### config.mk
export PLATFORM = sky130hd
export DESIGN_NAME = prio_intc
export DESIGN_NICKNAME = d
export VERILOG_FILES = /design/src/rtl/prio_intc_pkg.sv /design/src/rtl/intc_arbiter.sv /design/src/rtl/intc_lifo.sv /design/src/rtl/intc_swbank.sv /design/src/rtl/prio_intc.sv
export SDC_FILE = /design/constraint.sdc
export NUM_CORES = 1
export LEC_CHECK = 0
export ABC_AREA = 1
export BUFFER_PORTS_ARGS = -buffer_cell sky130_fd_sc_hd__buf_2
export CORE_ASPECT_RATIO = 1.5
export CORE_MARGIN = 2
export CORE_UTILIZATION = 50
export CTS_CLUSTER_DIAMETER = 80
export DETAILED_ROUTE_END_ITERATION = 12
export PLACE_DENSITY = 0.64
export SLEW_MARGIN = 20
export SYNTH_ARGS = -nofsm -noshare
export SYNTH_HDL_FRONTEND = slang
export SYNTH_SLANG_ARGS = --single-unit
### constraint.sdc
create_clock -name clk -period 37.1 [get_ports clk]
set_clock_uncertainty 0.1 [all_clocks]
set_input_delay 0 -clock clk [delete_from_list [all_inputs] [get_ports clk]]
set_output_delay 0 -clock clk [all_outputs]
set_load 0.05 [all_outputs]
### src/rtl/prio_intc_pkg.sv
package prio_intc_pkg;
   localparam int REG_CURP      = 0;
   localparam int REG_EOI       = 1;
   localparam int REG_SWTRIG    = 2;
   localparam int REG_PRIO_BASE = 16;

   typedef enum logic [1:0] {
      CP_HOLD,
      CP_PUSH,
      CP_POP,
      CP_LOAD
   } curp_op_e;
endpackage

### src/rtl/intc_arbiter.sv
module intc_arbiter #(
   parameter int N  = 12,
   parameter int PW = 3,
   localparam int IW = (N > 1) ? $clog2(N) : 1
) (
   input  logic [N-1:0]         req,
   input  logic [N-1:0][PW-1:0] pri,
   output logic [PW-1:0]        best_pri,
   output logic [IW-1:0]        best_idx
);
   // Strict comparison keeps the earliest index on ties; a zero level
   // can never beat the initial zero, so disabled sources drop out.
   always_comb begin
      best_pri = '0;
      best_idx = '0;
      for (int i = 0; i < N; i++) begin
         if (req[i] && (pri[i] > best_pri)) begin
            best_pri = pri[i];
            best_idx = IW'(i);
         end
      end
   end
endmodule

### src/rtl/intc_lifo.sv
module intc_lifo #(
   parameter int PW    = 3,
   parameter int DEPTH = 8,
   localparam int AW = (DEPTH > 1) ? $clog2(DEPTH) : 1,
   localparam int CW = $clog2(DEPTH + 1)
) (
   input  logic          clk,
   input  logic          rst_n,
   input  logic          push,
   input  logic          pop,
   input  logic [PW-1:0] din,
   output logic [PW-1:0] dout,
   output logic [CW-1:0] count,
   output logic          empty,
   output logic          full
);
   logic [PW-1:0] mem_q [DEPTH];
   logic [CW-1:0] cnt_q;
   logic [AW-1:0] wr_idx;
   logic [AW-1:0] rd_idx;

   assign wr_idx = cnt_q[AW-1:0];
   assign rd_idx = wr_idx - AW'(1);
   assign empty  = (cnt_q == '0);
   assign full   = (cnt_q == CW'(DEPTH));
   assign count  = cnt_q;
   assign dout   = empty ? '0 : mem_q[rd_idx];

   always_ff @(posedge clk or negedge rst_n) begin
      if (!rst_n) begin
         cnt_q <= '0;
      end else if (push && !full) begin
         cnt_q <= cnt_q + CW'(1);
      end else if (pop && !empty) begin
         cnt_q <= cnt_q - CW'(1);
      end
   end

   generate
      for (genvar g = 0; g < DEPTH; g++) begin : g_slot
         always_ff @(posedge clk or negedge rst_n) begin
            if (!rst_n) begin
               mem_q[g] <= '0;
            end else if (push && !full && (wr_idx == AW'(g))) begin
               mem_q[g] <= din;
            end
         end
      end
   endgenerate
endmodule

### src/rtl/intc_swbank.sv
module intc_swbank #(
   parameter int NSW = 4
) (
   input  logic           clk,
   input  logic           rst_n,
   input  logic           wr,
   input  logic [NSW-1:0] set_mask,
   input  logic [NSW-1:0] clr_mask,
   output logic [NSW-1:0] pend
);
   generate
      for (genvar g = 0; g < NSW; g++) begin : g_src
         logic pend_q;
         always_ff @(posedge clk or negedge rst_n) begin
            if (!rst_n) begin
               pend_q <= 1'b0;
            end else if (wr && set_mask[g]) begin
               pend_q <= 1'b1;
            end else if (wr && clr_mask[g]) begin
               pend_q <= 1'b0;
            end
         end
         assign pend[g] = pend_q;
      end
   endgenerate
endmodule

### src/rtl/prio_intc.sv
module prio_intc
   import prio_intc_pkg::*;
#(
   parameter int NUM_HW = 8,
   parameter int NUM_SW = 4,
   parameter int PRIO_W = 3,
   parameter int ADDR_W = 6,
   parameter int DATA_W = 8
) (
   input  logic                                clk,
   input  logic                                rst_n,
   input  logic [NUM_HW-1:0]                   hw_req,
   input  logic                                bus_we,
   input  logic [ADDR_W-1:0]                   bus_addr,
   input  logic [DATA_W-1:0]                   bus_wdata,
   output logic [DATA_W-1:0]                   bus_rdata,
   input  logic                                ack,
   output logic                                irq,
   output logic [$clog2(NUM_HW+NUM_SW)-1:0]    vec_id,
   output logic                                prio_err
);
   localparam int NSRC  = NUM_HW + NUM_SW;
   localparam int IDX_W = $clog2(NSRC);
   localparam int DEPTH = 1 << PRIO_W;
   localparam int CNT_W = $clog2(DEPTH + 1);

   generate
      if (NUM_HW < 1 || NUM_SW < 1) begin : g_bad_src
         $error("prio_intc: need at least one source of each kind");
      end
      if (DATA_W < 2 * NUM_SW || DATA_W < PRIO_W) begin : g_bad_dw
         $error("prio_intc: DATA_W too narrow for register fields");
      end
      if (REG_PRIO_BASE + NSRC > (1 << ADDR_W)) begin : g_bad_aw
         $error("prio_intc: ADDR_W too narrow for priority registers");
      end
      if (PRIO_W < 1 || PRIO_W > 6) begin : g_bad_pw
         $error("prio_intc: PRIO_W out of range");
      end
   endgenerate

   // ---------------- register decode ----------------
   logic hit_curp, hit_eoi, hit_swtrig;
   logic [NSRC-1:0] hit_prio;

   assign hit_curp   = bus_we && (bus_addr == ADDR_W'(REG_CURP));
   assign hit_eoi    = bus_we && (bus_addr == ADDR_W'(REG_EOI));
   assign hit_swtrig = bus_we && (bus_addr == ADDR_W'(REG_SWTRIG));

   // ---------------- per-source priorities ----------------
   logic [NSRC-1:0][PRIO_W-1:0] prio_q;

   generate
      for (genvar g = 0; g < NSRC; g++) begin : g_prio
         assign hit_prio[g] = bus_we && (bus_addr == ADDR_W'(REG_PRIO_BASE + g));
         always_ff @(posedge clk or negedge rst_n) begin
            if (!rst_n) begin
               prio_q[g] <= '0;
            end else if (hit_prio[g]) begin
               prio_q[g] <= bus_wdata[PRIO_W-1:0];
            end
         end
      end
   endgenerate

   // ---------------- software sources ----------------
   logic [NUM_SW-1:0] sw_pend;

   intc_swbank #(.NSW(NUM_SW)) u_sw (
      .clk      (clk),
      .rst_n    (rst_n),
      .wr       (hit_swtrig),
      .set_mask (bus_wdata[NUM_SW-1:0]),
      .clr_mask (bus_wdata[2*NUM_SW-1:NUM_SW]),
      .pend     (sw_pend)
   );

   // ---------------- arbitration ----------------
   logic [NSRC-1:0]   all_req;
   logic [PRIO_W-1:0] best_pri;
   logic [IDX_W-1:0]  best_idx;

   assign all_req = {sw_pend, hw_req};

   intc_arbiter #(.N(NSRC), .PW(PRIO_W)) u_arb (
      .req      (all_req),
      .pri      (prio_q),
      .best_pri (best_pri),
      .best_idx (best_idx)
   );

   // ---------------- current priority and stack ----------------
   logic [PRIO_W-1:0] curp_q;
   logic [PRIO_W-1:0] lifo_top;
   logic [CNT_W-1:0]  lifo_cnt;
   logic              lifo_empty, lifo_full;
   logic              take_ack, wr_cur, wr_eoi, cur_ok, err_d, err_q;
   curp_op_e          cp_op;

   assign irq      = (best_pri > curp_q);
   assign vec_id   = best_idx;
   assign take_ack = ack && irq;
   assign wr_cur   = hit_curp && !take_ack;
   assign wr_eoi   = hit_eoi && !take_ack;
   assign cur_ok   = lifo_empty || (bus_wdata[PRIO_W-1:0] >= curp_q);

   always_comb begin
      cp_op = CP_HOLD;
      err_d = 1'b0;
      if (take_ack) begin
         if (lifo_full) err_d = 1'b1;
         else           cp_op = CP_PUSH;
      end else if (wr_eoi) begin
         if (lifo_empty) err_d = 1'b1;
         else            cp_op = CP_POP;
      end else if (wr_cur) begin
         if (cur_ok) cp_op = CP_LOAD;
         else        err_d = 1'b1;
      end
   end

   intc_lifo #(.PW(PRIO_W), .DEPTH(DEPTH)) u_lifo (
      .clk   (clk),
      .rst_n (rst_n),
      .push  (cp_op == CP_PUSH),
      .pop   (cp_op == CP_POP),
      .din   (curp_q),
      .dout  (lifo_top),
      .count (lifo_cnt),
      .empty (lifo_empty),
      .full  (lifo_full)
   );

   always_ff @(posedge clk or negedge rst_n) begin
      if (!rst_n) begin
         curp_q <= '0;
         err_q  <= 1'b0;
      end else begin
         err_q <= err_d;
         unique case (cp_op)
            CP_PUSH: curp_q <= best_pri;
            CP_POP:  curp_q <= lifo_top;
            CP_LOAD: curp_q <= bus_wdata[PRIO_W-1:0];
            default: curp_q <= curp_q;
         endcase
      end
   end

   assign prio_err = err_q;

   // ---------------- read mux ----------------
   always_comb begin
      bus_rdata = '0;
      if (bus_addr == ADDR_W'(REG_CURP)) begin
         bus_rdata[PRIO_W-1:0] = curp_q;
      end else if (bus_addr == ADDR_W'(REG_SWTRIG)) begin
         bus_rdata[2*NUM_SW-1:NUM_SW] = sw_pend;
      end
      for (int i = 0; i < NSRC; i++) begin
         if (bus_addr == ADDR_W'(REG_PRIO_BASE + i)) begin
            bus_rdata[PRIO_W-1:0] = prio_q[i];
         end
      end
   end
endmodule

==> results.md <==
* Status: completed
* Post-Syn Area at 5080 µm²
* Critical path's largest stage delay at 640 ps
* HP Class: in -> reg
* Die Y-Extent at about 130 µm
* RSZ-0062 raised after global routing: false
* Setup_tns at 0 ps
* Initial cell density of the core at 0.506
* Max Fclk at roughly 61 MHz
* Clock buffer depth at 2
* Final GP Congestion at about 0.9
* Tcrit/Tclk final at 0.441
* Worst r2r src: prio_q[2]
* Net Sw Frac at 0.483
* Register area share after synthesis at 0.355
* Final Routed Wirelength at between 10000 and 15000 µm
* Sw power at between 0.2 and 0.25 mW
* Ports at 40
* Dpl hpwl at approximately 10000 µm
* Worst vdd ir at 62.7 µV
* Worst Path Arrival at 16480 ps
* Nets at roughly 800
* # port buffers at 38
* Internal Pwr Total at 0.214 mW
* Yosys cell types at 43
* Top-area cell type share of the netlist area at 0.355
* H-Tree Depth at 3
* Root buffer cell: clkbuf_16
* Number of placement rows at 45
* Clock Pin Slew Worst Setup and Hold Paths at 60 ps
* Fin. max-slew vios at 0
* First-pass GRT wire length at 22500 µm
* FILL cells at 982
* Initial antenna violation count at 0
* Ys async rst share at 1.00
* Yosys reg bits at 72
* CTS tree: done
* PwrDens at 72.2 nW/µm²
* Post-route insts no fill at between 800 and 900
* Commonest cells post-synth: nand2_1 (159), o21ai_0 (97), inv_1 (96), dfrtp_1 (72), nor2_1 (63)
* Critical path launch point: prio_q[2]
* Ys Warns at 0
* Die Area at 11000 µm²
* CTS Buf Count at 9
* Mapped Nets at around 750
* Total grt overflow at 0
* Iter 0 DRT Violations at around 320
* Portion of total power attributed to sequential cells at 0.280
* Slowest cell on the critical path: nor2_1
* Share of cells above drive strength 1 at 0.149
* Worst EP required at 37220 ps
* GRT Resource Usage Total at 0.264
* Max transition margin at 0.381
* Drt via density at between 5 and 6
* DRT Pass-1 Iters at 5
* Actual slew at the worst max-slew pin at 929 ps
* Avg Synthesized Cell Area at approximately 7.3 µm²
* Core footprint at about 10000 µm²
* Resize count post-CTS at 0
* Worst hold start: ack
* Cells after Synth at about 690
* Final hold viol count at 0
* Most frequent cell after synthesis: nand2_1
* Die width at approximately 86 µm
* Critical Path Sink Type: flip-flop
* Vias at just under 5000
* Tmin final at around 16000 ps
* Final core utilization at 0.573
* DRC errors left at 0
* DR WL/cell at approximately 16 µm
* Most used flip-flop cell after synthesis: dfrtp_1
* Clock share of power at 0.198
* Clk sink count at between 70 and 80
* Kind of critical path: reg -> reg
* Final setup vio count at 0
* Crit-path max FO at 13
* Largest net degree at the start of global routing at 73
* Max-Cap Viols at 0
* Synth top area cells: dfrtp_1 (35%), nand2_1 (12%), o21ai_0 (9.6%)
* Ant. Diodes at 0
* Worst-Skew Late Latency at approximately 340 ps
* Post-synth EDFFs at 0
* Leading area contributor after synthesis: dfrtp_1
* P_leak at approximately 2.8 nW
* Vias in the first global route at 4692
* Logic gate share of total power at 0.522
* Synth-to-Final Area Change at 13.2%
* Final ANT Viol Nets at 0
* # placed instances at 840
* CP startpoint kind: flip-flop
==> per-layer routing <==
layer / vias to the layer above / track usage / share of wire
li1: 2380 / - / -
met1: 2285 / 0.303 / 0.40
met2: 108 / 0.480 / 0.54
met3: 30 / 0.0426 / 0.036
met4: 0 / 0.107 / 0.028
met5: - / 0 / 0
==> cells in the final DEF, fill, tap and decap left out, types with 2 or more instances in the layout <==
cell type,instances
xor2_1,3
o2bb2ai_1,3
o22ai_1,13
a21oi_1,18
a211oi_1,2
and2_1,2
dlygate4sd3_1,8
inv_2,2
nand3_2,15
ha_1,28
nand2_1,159
buf_2,38
o2111ai_1,3
inv_1,96
a31oi_1,3
o21ai_0,97
nor2_1,63
nand4_1,6
clkinv_1,2
o21a_1,5
clkbuf_16,9
a21boi_0,2
or2_2,5
nand2_2,14
inv_6,2
dfrtp_1,72
nand2_4,16
nand3_1,31
clkinvlp_4,4
nor3_1,9
==> cell type report <==
| class | instances | area (µm²) | share of cell area |
|---|---|---|---|
| Clock inverter | 7 | 56.3 | 0.00980 |
| Timing Repair Buffer | 47 | 278 | 0.0483 |
| Multi-Input combinational cell | 512 | 2860 | 0.498 |
| Tap cell | 117 | 146 | 0.0255 |
| Sequential cell | 72 | 1800 | 0.314 |
| Clock buffer | 9 | 225 | 0.0392 |
| Inverter | 100 | 375 | 0.0653 |
==> critical path: cells and delay by family, from the launching register on <==
| family | cells | cell delay, ps |
|---|---|---|
| compound gates | 22 | 4300 |
| xor+xnor | 1 | 180 |
| fa+ha+maj | 13 | 3770 |
| buf+inv | 14 | 1400 |
| flops | 1 | 400 |
| simple gates | 50 | 6080 |
==> what timing repair did <==
action                    CTS  global route
hold buffers                8             0
buffers inserted            0             0
hold endpoints to repair   77             0
==> state kept, by name, indices dropped and copies added (netlist names) <==
signal             cells
curp_q                 3
prio_err               1
u_lifo.mem_q          24
u_lifo.count           4
u_sw.g_src.pend_q      4
prio_q                36
==> power groups by stage <==
stage          Clock (mW)  Combinational [mW]  Sequential (mW)
5_1_grt            0.0865               0.243            0.118
6_report           0.0822               0.217            0.116
3_3_place_gp            0               0.209            0.117
4_1_cts            0.0835               0.217            0.116
3_5_place_dp            0               0.216            0.117
2_1_floorplan           0               0.170            0.110
==> through the flow <==
stage	instance area, µm²	power (mW)	worst slack (ps)	hold slack (ps)
after detailed placement	5390	0.333	20780	113
after CTS	5750	0.417	20760	5.13
after global placement	5390	0.326	21580	114
after global routing	5750	0.448	19180	38.3
final	5750	0.415	20740	30.0
after floorplan	5080	0.280	22820	-396
==> cell families (layout without fill, tap and decap cells) <==
family,after synthesis,in the layout,share of synthesized area
buffers and inverters,108,163,0.0808
adder cells (fa/ha/maj),29,29,0.0730
flip-flops,72,72,0.355
XOR/XNOR,4,4,0.00690
AO/OA/AOI/OAI,155,155,0.173
other,1,1,0.000739
AND/OR/NAND/NOR,323,323,0.311
==> worst paths after layout <==
kind                                             end  slack (ps)  depth (start not counted)
worst max-delay path                 u_lifo.count[3]       20740                        100
worst min-delay path                        prio_err          30                          4
worst max register to register       u_lifo.count[3]       20740                        100
worst min register to register      u_lifo.mem_q[16]         390                          2
max in group asynchronous                 prio_q[16]       35990                          3
min in group asynchronous       u_sw.g_src[0].pend_q         300                          3
Power figures use the tool's default switching activity.
